<file path="src/rtl/tmr_prescale.sv">
module tmr_prescale #(
  parameter int CNT_W = 12
) (
  input  logic       clk,
  input  logic       rst_n,
  input  logic       src_sel,
  input  logic [2:0] scale,
  input  logic       run_en,
  input  logic       grp_fast_en,
  input  logic       grp_slow_en,
  input  logic       fast_stb,
  input  logic       slow_stb,
  output logic       tick
);

  localparam int CFG_W = 4;

  logic [CNT_W-1:0] cnt_q;
  logic [CNT_W-1:0] term;
  logic [CFG_W-1:0] cfg_q;
  logic [3:0]       lg;
  logic             cfg_chg;
  logic             src_hit;
  logic             stb_ok;
  logic             at_term;

  always_comb begin
    if (src_sel) begin
      lg = {1'b0, scale};
    end else begin
      case (scale)
        3'd0:    lg = 4'd1;
        3'd1:    lg = 4'd3;
        3'd2:    lg = 4'd5;
        3'd3:    lg = 4'd6;
        3'd4:    lg = 4'd7;
        3'd5:    lg = 4'd8;
        3'd6:    lg = 4'd10;
        default: lg = 4'd12;
      endcase
    end
    term = (CNT_W'(1) << lg) - CNT_W'(1);
  end

  assign cfg_chg = {src_sel, scale} != cfg_q;
  assign src_hit = src_sel ? (slow_stb && grp_slow_en) : (fast_stb && grp_fast_en);
  assign stb_ok  = run_en && !cfg_chg && src_hit;
  assign at_term = cnt_q == term;

  always_ff @(posedge clk) begin
    if (!rst_n) begin
      cnt_q <= '0;
      cfg_q <= '0;
      tick  <= 1'b0;
    end else begin
      cfg_q <= {src_sel, scale};
      tick  <= stb_ok && at_term;
      if (!run_en || cfg_chg)
        cnt_q <= '0;
      else if (stb_ok)
        cnt_q <= at_term ? '0 : cnt_q + CNT_W'(1);
    end
  end


  run_off_chk: assert property (@(posedge clk) disable iff (!rst_n)
    !run_en |=> !tick);


  grp_fast_off_chk: assert property (@(posedge clk) disable iff (!rst_n)
    (!src_sel && !grp_fast_en) |=> !tick);


  grp_slow_off_chk: assert property (@(posedge clk) disable iff (!rst_n)
    (src_sel && !grp_slow_en) |=> !tick);


  sel_src_chk: assert property (@(posedge clk) disable iff (!rst_n)
    tick |-> $past(src_sel ? slow_stb : fast_stb));


  tick_gap_chk: assert property (@(posedge clk) disable iff (!rst_n)
    tick |=> (!tick || $past(src_sel && scale == 3'd0)));


  cnt_bound_chk: assert property (@(posedge clk) disable iff (!rst_n)
    !cfg_chg |-> cnt_q <= term);

endmodule

</file>
<file path="config.mk">
export PLATFORM = sky130hd
export DESIGN_NAME = tmr_prescale
export DESIGN_NICKNAME = d
export VERILOG_FILES = /design/src/rtl/tmr_prescale.sv
export SDC_FILE = /design/constraint.sdc
export NUM_CORES = 1
export LEC_CHECK = 0
export BUFFER_PORTS_ARGS = -buffer_cell sky130_fd_sc_hd__buf_2
export CORE_ASPECT_RATIO = 0.6
export CORE_UTILIZATION = 35
export CTS_CLUSTER_SIZE = 40
export DETAILED_ROUTE_END_ITERATION = 12
export SYNTH_ARGS = -nofsm -noshare
export SYNTH_HDL_FRONTEND = slang
export SYNTH_SLANG_ARGS = --single-unit
</file>
<file path="constraint.sdc">
create_clock -name clk -period 3.81 [get_ports clk]
set_input_delay 1.143 -clock clk [delete_from_list [all_inputs] [get_ports clk]]
set_output_delay 1.143 -clock clk [all_outputs]
set_load 0.05 [all_outputs]
</file>
==> results of run 1 <==
-- worst max-delay path by stage --
stage | start | slack (ns) | cells after the start | to
2_1_floorplan | scale[0] | 0.10 | 13 | cnt_q[11]
4_1_cts | src_sel | 0.33 | 11 | cnt_q[7]
3_3_place_gp | src_sel | 0.21 | 12 | cnt_q[2]
6_report | src_sel | 0.35 | 11 | cnt_q[7]
3_5_place_dp | src_sel | 0.06 | 11 | cnt_q[7]
5_1_grt | src_sel | 0.14 | 11 | cnt_q[7]
-- cells in the mapped netlist (2+ instances only) --
cell type,number,area share (%)
sky130_fd_sc_hd__a21oi_1,12,4.6
sky130_fd_sc_hd__and2_1,3,1.5
sky130_fd_sc_hd__buf_2,6,2.3
sky130_fd_sc_hd__buf_6,2,1.7
sky130_fd_sc_hd__clkbuf_1,3,0.87
sky130_fd_sc_hd__dfxtp_1,17,26
sky130_fd_sc_hd__ha_1,2,1.9
sky130_fd_sc_hd__inv_1,3,0.87
sky130_fd_sc_hd__nand2_1,15,4.4
sky130_fd_sc_hd__nand2b_1,4,1.9
sky130_fd_sc_hd__nand3_1,7,2.7
sky130_fd_sc_hd__nand3b_1,4,2.3
sky130_fd_sc_hd__nand4_1,2,0.97
sky130_fd_sc_hd__nand4b_1,2,1.4
sky130_fd_sc_hd__nor2_1,12,3.5
sky130_fd_sc_hd__nor2b_1,2,0.97
sky130_fd_sc_hd__nor3_1,7,2.7
sky130_fd_sc_hd__nor4bb_1,2,1.5
sky130_fd_sc_hd__o21ai_0,9,3.5
sky130_fd_sc_hd__o22ai_1,3,1.5
sky130_fd_sc_hd__o31ai_1,2,1.2
sky130_fd_sc_hd__or3_1,8,3.9
sky130_fd_sc_hd__or3b_2,2,1.4
sky130_fd_sc_hd__or4bb_1,2,1.7
sky130_fd_sc_hd__xnor2_1,7,4.7
sky130_fd_sc_hd__xor2_1,9,6.1
-- per-layer routing --
| metal | up-vias | share of wire, % |
|---|---|---|
| li1 | 618 | - |
| met1 | 574 | 50 |
| met2 | 37 | 42 |
| met3 | 4 | 7.0 |
| met4 | 0 | 1.1 |
| met5 | - | 0 |
-- sequential cells by signal, indices dropped and copies added, names as in the netlist --
name	count
cfg_q	4
cnt_q	12
tick	1
-- cell type report --
cell class                 instances  area, um^2  area share (%)
multi-input combinational        134         871            60.5
clock inverter                     1        5.00           0.348
clock buffer                       3        41.3            2.87
inverter                           3        11.3           0.782
tap                               45        56.3            3.91
timing repair buffer              19         115            7.99
sequential                        17         340            23.6
-- stage by stage --
stage	hold slack, ns	power [mW]	setup WS [ns]	util (%)
6_report	0.558	0.381	0.346	42.6
5_1_grt	0.595	0.406	0.136	42.6
3_3_place_gp	0.528	0.249	0.206	41.2
2_1_floorplan	0.476	0.235	0.102	-
4_1_cts	0.554	0.387	0.327	42.6
3_5_place_dp	0.544	0.251	0.0617	41.2
-- where the power goes --
part,switching [mW],total (mW),internal [mW]
logic,0.0360,0.0669,0.0309
clock network,0.0607,0.133,0.0725
registers,0.000968,0.181,0.180
total,0.0976,0.381,0.283
-- cells by family after synthesis --
group           share of synthesized area (%)
flops                                    26.3
buf+inv                                  6.38
fa+ha+maj                                1.93
simple gates                             37.3
xor+xnor                                 10.8
compound gates                           17.2
-- worst register-to-register path, delay by kind of cell (launching register included) --
kind | cells | cell delay, ns
AOI/OAI and AO/OA | 2 | 0.47
DFF | 1 | 0.38
and+or+nand+nor | 5 | 0.96
==> summary.md, run 1 <==
| Metric | Value |
|---|---|
| Outcome | `completed` |
| Routed wire per std cell | `roughly 13 um` |
| Area inside the core boundary | `between 3000 and 4000 um^2` |
| Largest stage delay on the critical path | `0.51 ns` |
| Fraction of final layout cells with drive strength greater than 1 | `between 10% and 20%` |
| Endpoint type of the worst setup path | `flop` |
| Count of distinct cell types in the synthesized netlist | `45` |
| Io pins | `12` |
| Data arrival time of the critical path | `around 3.6 ns` |
| Worst reg2reg path startpoint | `cnt_q[9]` |
| Worst-case reg-to-reg path depth | `7` |
| Layout filler cell count | `between 300 and 400` |
| Max H-tree Level | `1` |
| Area Overhead vs Synth | `11.3%` |
| Synthesized area per cell | `7.79 um^2` |
| Hold path startpoint | `cnt_q[8]` |
| Post-cts gate resize count | `0` |
| Number of placement rows | `16` |
| Busiest layer in global routing | `met1` |
| Ordered list of cells on the worst path | `buf_2, xor2_1, or3_1, ha_1, or4bb_1, a21oi_1, o21ai_0, a22oi_2, nand4_2, o21bai_4, nor2_1` |
| Number of inserted diodes | `0` |
| Final count of negative-setup-slack endpoints | `0` |
| Post-CTS Repair Setup Buffers | `0` |
| Post-synth top flop | `sky130_fd_sc_hd__dfxtp_1` |
| HPWL after DPL | `between 2000 and 2500 um` |
| Root Buffer Master | `sky130_fd_sc_hd__clkbuf_8` |
| Worst min-delay path category | `flop to flop` |
| Remaining DRCs | `0` |
| Final worst path period need | `roughly 3.5 ns` |
| Hold-fix buffers, CTS | `0` |
| Overall die width | `~80 um` |
| Post-placement cell area | `between 1000 and 1500 um^2` |
| Total nets after synthesis | `about 180` |
| Number of buffers added by the clock tree synthesis step | `3` |
| Maximum number of pins on one net before global-route repair | `24` |
| # nets final | `191` |
| Total instance count after detailed placement | `between 200 and 250` |
| Global-route met2 utilization | `22.2%` |
| Drt first pass iters | `4` |
| Synthesized instance count | `between 150 and 200` |
| DR vias | `approximately 1200` |
| Maximum number of buffers from clock root to sink | `2` |
| Final ANT Viol Nets | `0` |
| Register bit total from synthesis | `17` |
| Skew-Pair Late Insertion Delay | `between 0.2 and 0.3 ns` |
| TritonCTS clock tree | `built` |
| Clock-pin transition on the worst setup and hold timing paths | `~0.060 ns` |
| Tightest slew margin relative to the limit | `between 60% and 70%` |
| CTS sink cnt | `17` |
| Total power per unit cell area | `265 nW/um^2` |
| Max FO, Critical Path | `13` |
| Maxcap violations | `0` |
| Req. time, crit path | `3.94 ns` |
| Post-synth EDFFs | `0` |
| Commonest cells after routing, fill and taps aside | `sky130_fd_sc_hd__dfxtp_1, sky130_fd_sc_hd__nand2_1, sky130_fd_sc_hd__nor2_1, sky130_fd_sc_hd__a21oi_1, sky130_fd_sc_hd__buf_2` |
| Family with the most delay on the worst path | `simple AND/OR/NAND/NOR gates` |
| Synth warnings | `0` |
| Post-route non-filler standard cell count | `222` |
| Count of buffers from port buffering | `11` |
| Most common cell after layout, fill and taps aside | `sky130_fd_sc_hd__dfxtp_1` |
| Final RePlAce weighted congestion | `0.833` |
| Part of the Yosys area used for sequential elements | `roughly a quarter` |
| Fmax | `289 MHz` |
| Met1 Use GR | `a little under a quarter` |
| Number of design-rule violations left by the first detailed-router iteration | `86` |
| Element type at the critical path start | `input port` |
| Async set or reset register ratio after synthesis | `0%` |
| Area of all placed cells without fillers | `approximately 1400 um^2` |
| Least-Margin Pin Slew | `approximately 0.58 ns` |
| Remaining global-route overflow | `0` |
| Initial Utilization | `38.2%` |
| Die area | `3950 um^2` |
| Number of hold violations in the final report | `0` |
| Cell with the largest stage delay on the worst path | `sky130_fd_sc_hd__or4bb_1` |
| Pins Over Slew Limit | `0` |
| Number of global-route vias before repair | `roughly 1000` |
| R2r endpoint | `cnt_q[7]` |
| Synth Cell Area | `1290 um^2` |
| Vias per Instance | `between 5 and 6` |
| Gr usage total | `16.0%` |
| First-pass GRT wire length | `between 4000 and 5000 um` |
| Die outline height | `49.1 um` |
| Worst Clk Skew | `roughly 0.0036 ns` |
| Setup slack, reg-to-reg | `between 1.5 and 2 ns` |
| Number of antenna violations at the first check in global routing | `0` |
| Startpoint-to-endpoint class of the critical path | `input port to flop` |
| Peak VDD IR | `0.133 mV` |
| Share of the cycle needed by the critical path after routing | `90.9%` |
| Total negative setup slack | `0 ns` |
| Drt total wl | `a little under 3000 um` |
| Worst path buffer plus inverter count | `1` |
| Hold worst-path end | `cnt_q[8]` |
| Number of stages on the worst hold path | `2` |
| RSZ-0062 raised after global routing | `no` |
| Static leakage | `between 0.4 and 0.5 nW` |
| Global routing met3 resource utilization | `approximately 5.6%` |
Power figures use the tool's default switching activity.
==> inputs of run 2 (changes only) <==
CAP_MARGIN = 20   (was default)
PLACE_DENSITY_LB_ADDON = 0.08   (was default)
==> summary.md, run 2 (same netlist as run 1, synthesis figures left out) <==
| Metric | Value |
|---|---|
| Outcome | `completed` |
| Endpoint type of the worst setup path | `flop` |
| Routed wire per std cell | `12.7 um (-4.2%)` |
| Largest registers | `cnt_q: 12 flops, cfg_q: 4 flops, tick: 1 flops` |
| Initial Utilization | `38.2% (unchanged)` |
| Number of global-route vias before repair | `1001 (-1.9%)` |
| Number of hold violations in the final report | `0 (unchanged)` |
| Worst min-delay path category | `flop to flop` |
| Die outline height | `49.1 um (unchanged)` |
| Maxcap violations | `0 (unchanged)` |
| Final ANT Viol Nets | `0 (unchanged)` |
| End point of the critical path | `cnt_q[3]` |
| Number of inserted diodes | `0 (unchanged)` |
| First-pass GRT wire length | `4810 um (+0.29%)` |
| Max FO, Critical Path | `10 (-3)` |
| RSZ-0062 raised after global routing | `no` |
| Most flops, register | `cnt_q` |
| Number of buffers added by the clock tree synthesis step | `3 (unchanged)` |
| Data arrival time of the critical path | `3.60 ns (about the same)` |
| Post-CTS Repair Setup Buffers | `0 (unchanged)` |
| TritonCTS clock tree | `built` |
| Pre-CTS setup slack | `0.0622 ns (+0.000519 ns)` |
| Tightest slew margin relative to the limit | `59.8% (-1.3 points)` |
| Maximum number of buffers from clock root to sink | `2 (unchanged)` |
| Element type at the critical path start | `input port` |
| Req. time, crit path | `3.95 ns (about the same)` |
| CTS sink cnt | `17 (unchanged)` |
| Worst reg2reg path startpoint | `cnt_q[2]` |
| Vias per Instance | `5.29 (-4.8%)` |
| Number of design-rule violations left by the first detailed-router iteration | `74 (-14%)` |
| Root Buffer Master | `sky130_fd_sc_hd__clkbuf_8` |
| # nets final | `190 (-0.52%)` |
| Area Overhead vs Synth | `10.7%` |
| Io pins | `12 (unchanged)` |
| Total negative setup slack | `0 ns (unchanged)` |
| Worst-case reg-to-reg path depth | `7 (unchanged)` |
| Commonest cells after routing, fill and taps aside | `sky130_fd_sc_hd__dfxtp_1, sky130_fd_sc_hd__nand2_1, sky130_fd_sc_hd__nor2_1, sky130_fd_sc_hd__a21oi_1, sky130_fd_sc_hd__buf_2` |
| Final RePlAce weighted congestion | `0.765 (-8.2%)` |
| Number of antenna violations at the first check in global routing | `0 (unchanged)` |
| Worst setup margin | `0.349 ns (+0.00300 ns)` |
| DR vias | `1168 (-5.3%)` |
| Launching instance or port of the critical path | `src_sel` |
| Hold-fix buffers, CTS | `0 (unchanged)` |
| Drt total wl | `2800 um (-4.6%)` |
| Post-cts gate resize count | `0 (unchanged)` |
| Share of the cycle needed by the critical path after routing | `90.8% (about the same)` |
| Remaining global-route overflow | `0 (unchanged)` |
| Overall die width | `80.5 um (unchanged)` |
| HPWL after DPL | `2140 um (-6.5%)` |
| Fmax | `289 MHz (about the same)` |
| Largest register FFs | `12 (unchanged)` |
| Setup slack, reg-to-reg | `1.75 ns (-0.15 ns)` |
| Peak VDD IR | `0.137 mV (+3.1%)` |
| Drt first pass iters | `4 (unchanged)` |
| Final worst path period need | `3.46 ns (-0.00300 ns)` |
| Pins Over Slew Limit | `0 (unchanged)` |
| Startpoint-to-endpoint class of the critical path | `input port to flop` |
| Maximum number of pins on one net before global-route repair | `24 (unchanged)` |
| R2r endpoint | `cnt_q[3]` |
| Total power of the final layout | `382 uW (+0.29%)` |
| Static leakage | `0.490 nW (-0.84%)` |
| Least-Margin Pin Slew | `0.601 ns (+0.0195 ns)` |
| Remaining DRCs | `0 (unchanged)` |
| Gr usage total | `15.6% (-0.37 points)` |
| Total power per unit cell area | `267 nW/um^2 (+0.82%)` |
| Die area | `3950 um^2 (unchanged)` |
| Area inside the core boundary | `3380 um^2 (unchanged)` |
| Skew-Pair Late Insertion Delay | `0.25 ns (about the same)` |
| Max H-tree Level | `1 (unchanged)` |
| Number of placement rows | `16 (unchanged)` |
| Clock-pin transition on the worst setup and hold timing paths | `0.07 ns (about the same)` |
| Fraction of final layout cells with drive strength greater than 1 | `17.6% (-0.47 points)` |
| Most common cell after layout, fill and taps aside | `sky130_fd_sc_hd__dfxtp_1` |
| Count of buffers from port buffering | `11 (unchanged)` |
| Worst Clk Skew | `0.00244 ns (-0.00114 ns)` |
| Final count of negative-setup-slack endpoints | `0 (unchanged)` |
==> run 2: cell count changes in the layout (fill, tap and decap cells not counted) <==
cell,change
sky130_fd_sc_hd__buf_4,-1
==> run 2: per-layer routing <==
layer	GRT usage, %	vias up	share of wire (%)
met3	4.49	2	4.5
met5	0	-	0
met4	0.893	0	0.29
met2	20.8	16	39
met1	25.2	537	56
li1	-	613	-
==> run 2: worst min path at each step <==
stage | start | endpoint | cells past startpoint
after floorplan | cnt_q[10] | cnt_q[10] | 2
after global placement | cnt_q[10] | cnt_q[10] | 2
after detailed placement | cnt_q[10] | cnt_q[10] | 2
after CTS | cnt_q[10] | cnt_q[10] | 2
after global routing | cnt_q[4] | cnt_q[4] | 2
final | cnt_q[10] | cnt_q[10] | 2
==> run 2: metrics by stage <==
stage | instance area [um^2] | utilization (%) | hold slack [ns] | instances
final | 1430 | 42.3 | 0.546 | 221
after global routing | 1430 | 42.3 | 0.581 | 221
after floorplan | 1290 | - | 0.476 | 166
after CTS | 1430 | 42.3 | 0.543 | 221
after global placement | 1390 | 41.0 | 0.536 | 217
after detailed placement | 1390 | 41.0 | 0.533 | 217
==> run 2: area by class of cell <==
| class | count | area (um^2) |
|---|---|---|
| fill | 341 | 1950 |
| multi-input combinational | 134 | 871 |
| sequential | 17 | 340 |
| timing repair buffer | 18 | 108 |
| tap | 45 | 56.3 |
| clock buffer | 3 | 41.3 |
| inverter | 3 | 11.3 |
| clock inverter | 1 | 5.00 |
==> run 2: power by group <==
group	switching (mW)	leakage [nW]	internal, mW
registers	0.000817	0.138	0.180
clock network	0.0622	0.0255	0.0725
logic	0.0358	0.326	0.0309
==> run 2: critical path, cell delays in order <==
cell and delay, ns:
sky130_fd_sc_hd__buf_2 0.15, sky130_fd_sc_hd__xor2_1 0.14, sky130_fd_sc_hd__or3_1 0.31, sky130_fd_sc_hd__ha_1 0.29, sky130_fd_sc_hd__or4bb_1 0.51, sky130_fd_sc_hd__a21oi_1 0.16, sky130_fd_sc_hd__o21ai_0 0.11, sky130_fd_sc_hd__a22oi_2 0.19
sky130_fd_sc_hd__nand4_2 0.20, sky130_fd_sc_hd__o21bai_4 0.30, sky130_fd_sc_hd__nor2_1 0.09
